### config.mk
export PLATFORM = sky130hd
export DESIGN_NAME = bootSequencer
export DESIGN_NICKNAME = d
export VERILOG_FILES = /design/src/rtl/bootPkg.sv /design/src/rtl/bootRstCond.sv /design/src/rtl/bootCtrl.sv /design/src/rtl/bootData.sv /design/src/rtl/bootSequencer.sv
export SDC_FILE = /design/constraint.sdc
export NUM_CORES = 1
export LEC_CHECK = 0
export BUFFER_PORTS_ARGS = -buffer_cell sky130_fd_sc_hd__buf_2
export CAP_MARGIN = 25
export CORE_AREA = 5 5 111 191
export CTS_CLUSTER_DIAMETER = 120
export DETAILED_ROUTE_END_ITERATION = 8
export DIE_AREA = 0 0 116 196
export PLACE_DENSITY = 0.77
export SETUP_SLACK_MARGIN = 0.05
export SLEW_MARGIN = 20
export SYNTH_ARGS = -nofsm -noshare
export SYNTH_HDL_FRONTEND = slang
export SYNTH_SLANG_ARGS = --single-unit
### constraint.sdc
create_clock -name clk -period 2.8 [get_ports clk]
set_input_delay 0.56 -clock clk [delete_from_list [all_inputs] [get_ports clk]]
set_output_delay 0.56 -clock clk [all_outputs]
set_load 0.02 [all_outputs]
### src/rtl/bootPkg.sv
package bootPkg;
  typedef enum logic [2:0] {
    ST_HOLD, ST_INIT, ST_PICK, ST_OTP, ST_EE, ST_DONE
  } bootState_t;

  typedef struct packed {
    logic otpWr;
    logic eeWr;
    logic errSet;
    logic running;
  } bootStrobe_t;
endpackage

### src/rtl/bootRstCond.sv
module bootRstCond #(
  parameter int MIN_PULSE = 3
) (
  input  logic clk,
  input  logic porActive,
  input  logic rstInN,
  output logic sysRst
);
  localparam int CW = $clog2(MIN_PULSE + 1);

  logic sync1, sync2, extHeld;
  logic [CW-1:0] lowCnt;

  // During power-on reset the pin is treated as asserted, so the later release wins
  always_ff @(posedge clk) begin
    if (porActive) begin
      sync1   <= 1'b0;
      sync2   <= 1'b0;
      extHeld <= 1'b1;
      lowCnt  <= CW'(MIN_PULSE - 1);
    end else begin
      sync1 <= rstInN;
      sync2 <= sync1;
      if (sync2) begin
        lowCnt  <= '0;
        extHeld <= 1'b0;
      end else if (lowCnt == CW'(MIN_PULSE - 1)) begin
        extHeld <= 1'b1;
      end else begin
        lowCnt <= lowCnt + 1'b1;
      end
    end
  end

  assign sysRst = porActive | extHeld;
endmodule

### src/rtl/bootCtrl.sv
module bootCtrl
  import bootPkg::*;
#(
  parameter int NUM_REGS   = 16,
  parameter int INIT_WORDS = 4,
  localparam int AW = $clog2(NUM_REGS)
) (
  input  logic          clk,
  input  logic          sysRst,
  input  logic [1:0]    bootSrc,
  input  logic          eeAck,
  input  logic          eeErr,
  output logic          eeReq,
  output logic [AW-1:0] wrIdx,
  output bootStrobe_t   strobe
);
  localparam logic [AW-1:0] LAST_INIT  = AW'(INIT_WORDS - 1);
  localparam logic [AW-1:0] FIRST_REST = AW'(INIT_WORDS);
  localparam logic [AW-1:0] LAST_REG   = AW'(NUM_REGS - 1);
  localparam bit HAS_REST = INIT_WORDS < NUM_REGS;

  bootState_t state, stateNx;
  logic [AW-1:0] idx, idxNx;

  always_ff @(posedge clk) begin
    if (sysRst) begin
      state <= ST_HOLD;
      idx   <= '0;
    end else begin
      state <= stateNx;
      idx   <= idxNx;
    end
  end

  always_comb begin
    stateNx = state;
    idxNx   = idx;
    strobe  = '0;
    eeReq   = 1'b0;
    case (state)
      ST_HOLD: begin
        stateNx = ST_INIT;
        idxNx   = '0;
      end
      ST_INIT: begin
        strobe.otpWr = 1'b1;
        if (idx == LAST_INIT) begin
          idxNx   = FIRST_REST;
          stateNx = ST_PICK;
        end else begin
          idxNx = idx + 1'b1;
        end
      end
      ST_PICK: begin
        if (!HAS_REST)       stateNx = ST_DONE;
        else if (bootSrc[0]) stateNx = ST_OTP;
        else if (bootSrc[1]) stateNx = ST_EE;
        else                 stateNx = ST_DONE;
      end
      ST_OTP: begin
        strobe.otpWr = 1'b1;
        if (idx == LAST_REG) begin
          idxNx   = FIRST_REST;
          stateNx = bootSrc[1] ? ST_EE : ST_DONE;
        end else begin
          idxNx = idx + 1'b1;
        end
      end
      ST_EE: begin
        eeReq = 1'b1;
        if (eeAck) begin
          if (eeErr) begin
            strobe.errSet = 1'b1;
            stateNx       = ST_DONE;
          end else begin
            strobe.eeWr = 1'b1;
            if (idx == LAST_REG) stateNx = ST_DONE;
            else                 idxNx   = idx + 1'b1;
          end
        end
      end
      ST_DONE: strobe.running = 1'b1;
      default: stateNx = ST_HOLD;
    endcase
  end

  assign wrIdx = idx;
endmodule

### src/rtl/bootData.sv
module bootData
  import bootPkg::*;
#(
  parameter int NUM_REGS = 16,
  parameter int DATA_W   = 8,
  parameter int NUM_OUT  = 4,
  parameter int SEL_W    = 2,
  parameter int MAP_BASE = 2,
  parameter int IRQ_BIT  = 7,
  localparam int AW = $clog2(NUM_REGS)
) (
  input  logic                       clk,
  input  logic                       sysRst,
  input  bootStrobe_t                strobe,
  input  logic [AW-1:0]              wrIdx,
  input  logic [NUM_REGS*DATA_W-1:0] otpImage,
  input  logic [DATA_W-1:0]          eeData,
  input  logic [SEL_W-1:0]           gpioSel,
  input  logic                       lockInd,
  input  logic                       spValid,
  input  logic                       spWrite,
  input  logic [AW-1:0]              spAddr,
  input  logic [DATA_W-1:0]          spWdata,
  output logic [1:0]                 bootSrc,
  output logic [DATA_W-1:0]          spRdata,
  output logic                       spAck,
  output logic [NUM_OUT-1:0]         outEn,
  output logic                       lockReq,
  output logic                       phaseAdjAllow,
  output logic                       intN,
  output logic                       cfgErr
);
  localparam int NUM_MAPS = 2 ** SEL_W;

  logic [DATA_W-1:0]  regFile [NUM_REGS];
  logic               errFlag;
  logic [NUM_OUT-1:0] mapSel [NUM_MAPS];

  always_ff @(posedge clk) begin
    if (sysRst) begin
      for (int i = 0; i < NUM_REGS; i++) regFile[i] <= '0;
      errFlag <= 1'b0;
    end else begin
      if (strobe.otpWr) regFile[wrIdx] <= otpImage[int'(wrIdx)*DATA_W +: DATA_W];
      if (strobe.eeWr)  regFile[wrIdx] <= eeData;
      if (strobe.errSet) errFlag <= 1'b1;
      if (strobe.running && spValid && spWrite) regFile[spAddr] <= spWdata;
    end
  end

  for (genvar m = 0; m < NUM_MAPS; m++) begin : gMap
    assign mapSel[m] = regFile[MAP_BASE + m][NUM_OUT-1:0];
  end

  assign bootSrc       = regFile[0][1:0];
  assign spAck         = strobe.running & spValid;
  assign spRdata       = spAck ? regFile[spAddr] : '0;
  assign outEn         = strobe.running ? mapSel[gpioSel] : '0;
  assign lockReq       = strobe.running;
  assign phaseAdjAllow = strobe.running & lockInd;
  assign intN          = !(errFlag && regFile[0][IRQ_BIT]);
  assign cfgErr        = errFlag;
endmodule

### src/rtl/bootSequencer.sv
module bootSequencer
  import bootPkg::*;
#(
  parameter int NUM_REGS   = 16,
  parameter int INIT_WORDS = 4,
  parameter int DATA_W     = 8,
  parameter int NUM_OUT    = 4,
  parameter int SEL_W      = 2,
  parameter int MAP_BASE   = 2,
  parameter int IRQ_BIT    = 7,
  parameter int MIN_PULSE  = 3,
  localparam int AW = $clog2(NUM_REGS)
) (
  input  logic                       clk,
  input  logic                       porActive,
  input  logic                       rstInN,
  input  logic [NUM_REGS*DATA_W-1:0] otpImage,
  output logic                       eeReq,
  output logic [AW-1:0]              eeAddr,
  input  logic                       eeAck,
  input  logic                       eeErr,
  input  logic [DATA_W-1:0]          eeData,
  input  logic [SEL_W-1:0]           gpioSel,
  output logic [NUM_OUT-1:0]         outEn,
  input  logic                       lockInd,
  output logic                       lockReq,
  output logic                       phaseAdjAllow,
  output logic                       intN,
  output logic                       cfgErr,
  input  logic                       spValid,
  input  logic                       spWrite,
  input  logic [AW-1:0]              spAddr,
  input  logic [DATA_W-1:0]          spWdata,
  output logic [DATA_W-1:0]          spRdata,
  output logic                       spAck
);
  logic          sysRst;
  logic [1:0]    bootSrc;
  logic [AW-1:0] wrIdx;
  bootStrobe_t   strobe;

  bootRstCond #(.MIN_PULSE(MIN_PULSE)) uRst (
    .clk(clk), .porActive(porActive), .rstInN(rstInN), .sysRst(sysRst)
  );

  bootCtrl #(.NUM_REGS(NUM_REGS), .INIT_WORDS(INIT_WORDS)) uCtrl (
    .clk(clk), .sysRst(sysRst), .bootSrc(bootSrc), .eeAck(eeAck), .eeErr(eeErr),
    .eeReq(eeReq), .wrIdx(wrIdx), .strobe(strobe)
  );

  bootData #(
    .NUM_REGS(NUM_REGS), .DATA_W(DATA_W), .NUM_OUT(NUM_OUT), .SEL_W(SEL_W),
    .MAP_BASE(MAP_BASE), .IRQ_BIT(IRQ_BIT)
  ) uData (
    .clk(clk), .sysRst(sysRst), .strobe(strobe), .wrIdx(wrIdx), .otpImage(otpImage),
    .eeData(eeData), .gpioSel(gpioSel), .lockInd(lockInd), .spValid(spValid),
    .spWrite(spWrite), .spAddr(spAddr), .spWdata(spWdata), .bootSrc(bootSrc),
    .spRdata(spRdata), .spAck(spAck), .outEn(outEn), .lockReq(lockReq),
    .phaseAdjAllow(phaseAdjAllow), .intN(intN), .cfgErr(cfgErr)
  );

  assign eeAddr = wrIdx;
endmodule

Yosys cells after proc, flatten, opt, wreduce, memory -nomap -nowiden
Memory sizes are Yosys's and may differ from the RTL's.
Index checks and enable logic that the tools add are counted.
Widths: inputs -> output; s select.
{ "totals": {"mem_bits_rw": 128, "output_inout_bits": 22, "ff_bits": 13, "in_bits": 158, "memories": 1} }
{ "memory_table": {"columns": ["name", "depth", "width", "rd", "rd_ports_with_merged_regs", "write_ports", "line_no", "source"], "rows": [
  ["uData.regFile", 16, 8, 6, 0, 16, "bootData.sv:35", "logic [DATA_W-1:0] regFile [NUM_REGS];"]
]} }
{ "op_classes": {"magnitude_cmp": 1, "n_reduce_logical": 13, "n_bitwise": 6, "eq_ne": 15, "n_shift": 1, "muxes": 48, "addsub": 2} }
{ "ops": {"columns": ["op", "count"], "rows": [
  ["$shiftx 128x8->8", 1],
  ["$mux 4", 10],
  ["$mux 8", 4],
  ["$mux 1", 21],
  ["$mux 3", 6],
  ["$pmux 3 s6", 1],
  ["$pmux 4 s4", 1],
  ["$reduce_or 8->1", 2],
  ["$bmux 4 s2", 1],
  ["$mux 2", 4],
  ["$eq 3x2->1 const B", 2],
  ["$eq 3x3->1 const B", 2],
  ["$ne 2x1->1 const B", 3],
  ["$ne 2x2->1 const B", 3],
  ["$reduce_and 5->1", 1],
  ["$add 4x1->4 const B", 1],
  ["$eq 4x2->1 const B", 1],
  ["$eq 4x4->1 const B", 1],
  ["$reduce_and 4->1", 1],
  ["$reduce_bool 4->1", 1],
  ["$reduce_or 2->1", 2],
  ["$eq 3x1->1 const B", 1],
  ["$ge 3x3->1 const B", 1],
  ["$logic_and 1x1->1", 3],
  ["other kinds (10)", 12]
]} }

Logic depth before layout (Yosys ltp)
{ "logic_depth": {"word_depth": 10, "depth_mapped": 10, "depth_no_buf": 6} }

Cells and area by module
Synthesis repeated with hierarchy kept, for this count alone.
{ "unflattened": {"hier_cells": 852, "area_unflattened_um2": 9091.2} }
{ "modules_own_cells": {"columns": ["module", "area_per_inst_um2", "seq_area_each_um2", "instances", "cells_per_inst"], "rows": [
  ["bootData", 8321.7, 3863.7, 1, 766],
  ["bootCtrl", 611.8, 140.1, 1, 72],
  ["bootRstCond", 157.7, 100.1, 1, 14]
]} }

Worst setup path after synthesis
Ideal clock, no wire load.
{ "synth_timing": {"kind": "register -> register", "startpoint": "reg uCtrl.idx[0] (netlist: uCtrl.wrIdx[0])", "endpoint": "mem uData.regFile[13][0], enable pin", "path_stages_with_launch": 9, "arrival_ps": 2284, "t_required_ps": 2416, "path_buffers": 4, "setup_slack_ps": 132, "cell_sequence": "dfxtp_1 > buf_6 > buf_6 > buf_4 > inv_2 > o32ai_2 > nand2_2 > buf_2 > o21ai_0"} }
{ "synth_lines": {"columns": ["element", "line_no", "source"], "rows": [
  ["start, declared", "bootCtrl.sv:23", "logic [AW-1:0] idx, idxNx;"],
  ["start signal, assigned", "bootCtrl.sv:31", "idx <= idxNx;"],
  ["end, declared", "bootData.sv:35", null]
]} }

Final worst setup path
{ "layout_timing": {"startpoint": "in spAddr[0]", "endpoint": "out spRdata[0]"} }
{ "layout_between": {"elab_chain_len": 2} }
{ "layout_rtl": {"columns": ["element", "line_no", "source"], "rows": [
  ["start, declared", "bootSequencer.sv:32", "input logic [AW-1:0] spAddr,"],
  ["$mem_v2 16x8", null, null],
  ["$mux 8", "bootData.sv:57", "assign spRdata = spAck ? regFile[spAddr] : '0;"],
  ["end, declared", "bootSequencer.sv:34", "output logic [DATA_W-1:0] spRdata,"]
]} }
No other way between the ends.

==> metrics.md <==
| Metric | Value |
|---|---|
| Status | `complete, no violations` |
| Dominant cell type by area after synthesis | `edfxtp_1` |
| Worst-margin pin slew | `just under 1 ns` |
| CTS tree | `yes` |
| Initial antenna violation count | `1` |
| Average wire per cell in the routed design | `between 20 and 25 um` |
| EDFF count, synth | `128` |
| Critical path cell sequence | `buf_2 -> buf_4 -> mux4_2 -> mux2i_1 -> o22ai_1 -> buf_2` |
| Slowest stage delay, CP | `about 0.55 ns` |
| Register area share after synthesis | `about 48%` |
| Maximum vdd drop | `between 300 and 400 uV` |
| P&R area growth vs syn | `22.1%` |
| Largest net degree at the start of global routing | `26` |
| Top cells by area in the synthesized netlist | `edfxtp_1, mux4_2, nor3_2` |
| All-Layer GR Usage | `24.0%` |
| Crit start category | `input port` |
| Crit-path slowest cell | `mux4_2` |
| Hold crit path type | `input port to register` |
| Async set-reset flop share out of synthesis | `0%` |
| Setup violators final | `0` |
| GR peak layer | `met2` |
| DR vias | `between 6000 and 7000` |
| Number of cell rows | `68` |
| Max Transition Viols Final | `0` |
| IO Pins | `180` |
| Global-route wire length before repair | `between 40000 and 50000 um` |
| Inserted Diodes | `0` |
| Hold_ws | `around 0.35 ns` |
| H-tree depth | `4` |
| Vias in the first global route | `7237` |
| Clock Skew | `0.00800 ns` |
| Most frequent cell on the critical path | `buf_2` |
| Tmin final | `roughly 2.7 ns` |
| Die ar. | `around 0.023 sq mm` |
| Clk buf depth | `2` |
| Met1 usage | `roughly a quarter` |
| Mapped Cells | `around 670` |
| Endpoints failing hold | `0` |
| IO Port Bufs | `179` |
| Main flop type after synthesis | `edfxtp_1` |
| GR Util met2 | `about 43%` |
| Starting DRT DRC Count | `610` |
| Static Leakage | `3.91 nW` |
| Crit-path leading delay family | `multiplexers` |
| DP HPWL | `just under 20000 um` |
| Int Pwr | `4.25 mW` |
| Routed wire length | `about 26000 um` |
| Post-DRT Antenna Nets | `0` |
| Comb pwr share | `under 10%` |
| Syn Nets | `just over 800` |
| Worst skew pair latency | `roughly 0.43 ns` |
| Core ar. | `0.0196 sq mm` |
| Share of layout cells above drive strength 1 | `~47%` |
| Critical Path AT | `about 2.2 ns` |
| FMAX | `between 300 and 400 MHz` |
| First drt pass iteration count | `5` |
| RSZ-0062 raised after global routing | `no` |
| Grt total ovfl | `0` |
| Final net count | `1019` |
| Yosys top cell area share | `between 40% and 50%` |
| Die width | `~120 um` |
| Pwr per Cell Area | `between 500 and 600 mW/mm^2` |
| GRT met3 Usage | `under 10%` |
| Setup Buffers After CTS | `0` |
| Req. time, crit path | `~2.2 ns` |
| Slew HR | `between 30% and 40%` |
| Total negative slack | `0 ns` |
| Crit Path Max Fanout | `11` |
| Sw power | `~1.1 mW` |
| Clock share of power | `49.6%` |
| Max Cap Viol | `0` |
| DR vias/cell | `6.02` |
| DIE HEIGHT | `196 um` |
| Commonest non-fill, non-tap cell in the layout | `buf_2` |
| Most frequent cells in the layout | `buf_2, edfxtp_1, nor3_1, nor3_2, buf_4` |
| CP Buf/Inv Count | `3` |
| Synth Register Bits | `approximately 140` |
| Syn avg cell area | `between 10 and 15 sq um` |
| Critical path endpoint category | `output pin` |
| Clock transition at path regs | `0.06 ns` |
| Layout fillers | `around 1700` |
| CTS sink count | `141` |
| TritonCTS Buffers | `17` |
| Synth Warn # | `0` |
| Sw Share | `slightly above 20%` |
| Crit Path Class | `input port to output pin` |
| Mapped cell area | `roughly 0.0086 sq mm` |
| Initial core utilization | `~44%` |
| Reg power frac | `a little over two fifths` |
| GPL Wtd Cong | `slightly above 0.9` |
| Period Utilization, post-route | `roughly 97%` |
| Drt drc | `0` |
| Root Buffer Master | `clkbuf_16` |
| Distinct cells, synth | `53` |
power by group through the flow:
stage                     combinational (mW)  sequential, mW  clock, mW
after detailed placement               0.369            2.37          0
after CTS                              0.371            2.33       2.66
after global placement                 0.364            2.37          0
final                                  0.369            2.33       2.66
after global routing                   0.398            2.33       2.76
after floorplan                        0.209            2.36          0
path summary, 6_finish.rpt:
check | from | to | slack [ns] | cells past startpoint
worst max-delay path | spAddr[0] | spRdata[0] | 0.09 | 6
worst min-delay path | rstInN | uRst.sync1 | 0.35 | 2
worst max register to register | uCtrl.state[0] | uData.regFile[13][7] | 0.25 | 5
worst min register to register | uRst.sync2 | uRst.lowCnt[0] | 0.45 | 1
sequential cells by signal, indices dropped and copies added (netlist names):
name           count
uRst.lowCnt        2
uData.cfgErr       1
uRst.extHeld       1
uCtrl.wrIdx        4
uCtrl.state        3
uRst.sync2         1
uRst.sync1         1
uData.regFile    128
Yosys cell counts (3+ instances only):
cell type / instances
mux2_2: 3
a211oi_1: 8
nor3_2: 70
nor2b_1: 8
mux2i_1: 50
buf_6: 12
and3_1: 15
a21oi_1: 4
nand2_1: 48
nand3_1: 6
nor3_1: 78
buf_2: 34
a31oi_1: 5
o21ai_0: 30
nand2b_1: 4
a21oi_2: 3
mux4_2: 52
edfxtp_1: 128
nor4_1: 3
clkbuf_1: 10
buf_12: 6
o22ai_1: 23
dfxtp_1: 13
nor2_1: 15
inv_1: 6
cells by family (layout without fill, tap and decap cells):
group	Yosys count	after routing	synth area share, %
AO/OA/AOI/OAI	86	86	6.38
flip-flops	141	141	47.7
multiplexers	107	107	20.1
buffers and inverters	74	276	6.12
AND/OR/NAND/NOR	261	261	19.4
adder cells (fa/ha/maj)	1	1	0.145
XOR/XNOR	1	1	0.102
repair_timing:
action,in CTS,in global routing
endpoints found under the setup margin,0,2
endpoints found under the hold margin,0,0
hold buffers,0,0
resized for setup,0,3
per-stage QoR:
stage | util, % | cells | setup WS (ns) | cell area, sq um | total power, mW
2_1_floorplan | - | 671 | 0.132 | 8600 | 2.57
3_3_place_gp | 50.1 | 1086 | 0.148 | 9800 | 2.73
3_5_place_dp | 50.1 | 1086 | 0.145 | 9800 | 2.74
4_1_cts | 53.6 | 1118 | 0.113 | 10500 | 5.36
5_1_grt | 53.7 | 1118 | 0.0537 | 10500 | 5.49
6_report | 53.7 | 1118 | 0.0913 | 10500 | 5.35
final cells by class:
cell class | count | area, sq um | share of cell area [%]
Clock buffer | 17 | 425 | 4.05
Tap cell | 245 | 307 | 2.92
Sequential cell | 141 | 4110 | 39.1
Multi-Input combinational cell | 456 | 4010 | 38.1
Clock inverter | 15 | 268 | 2.55
Timing Repair Buffer | 237 | 1370 | 13.0
Inverter | 7 | 26.3 | 0.250
layer usage:
metal	routed length, um	vias to the layer above
met5	0	-
met3	1920	71
met4	1170	0
met1	8800	3244
met2	14400	393
li1	-	3019
Power figures use the tool's default switching activity.
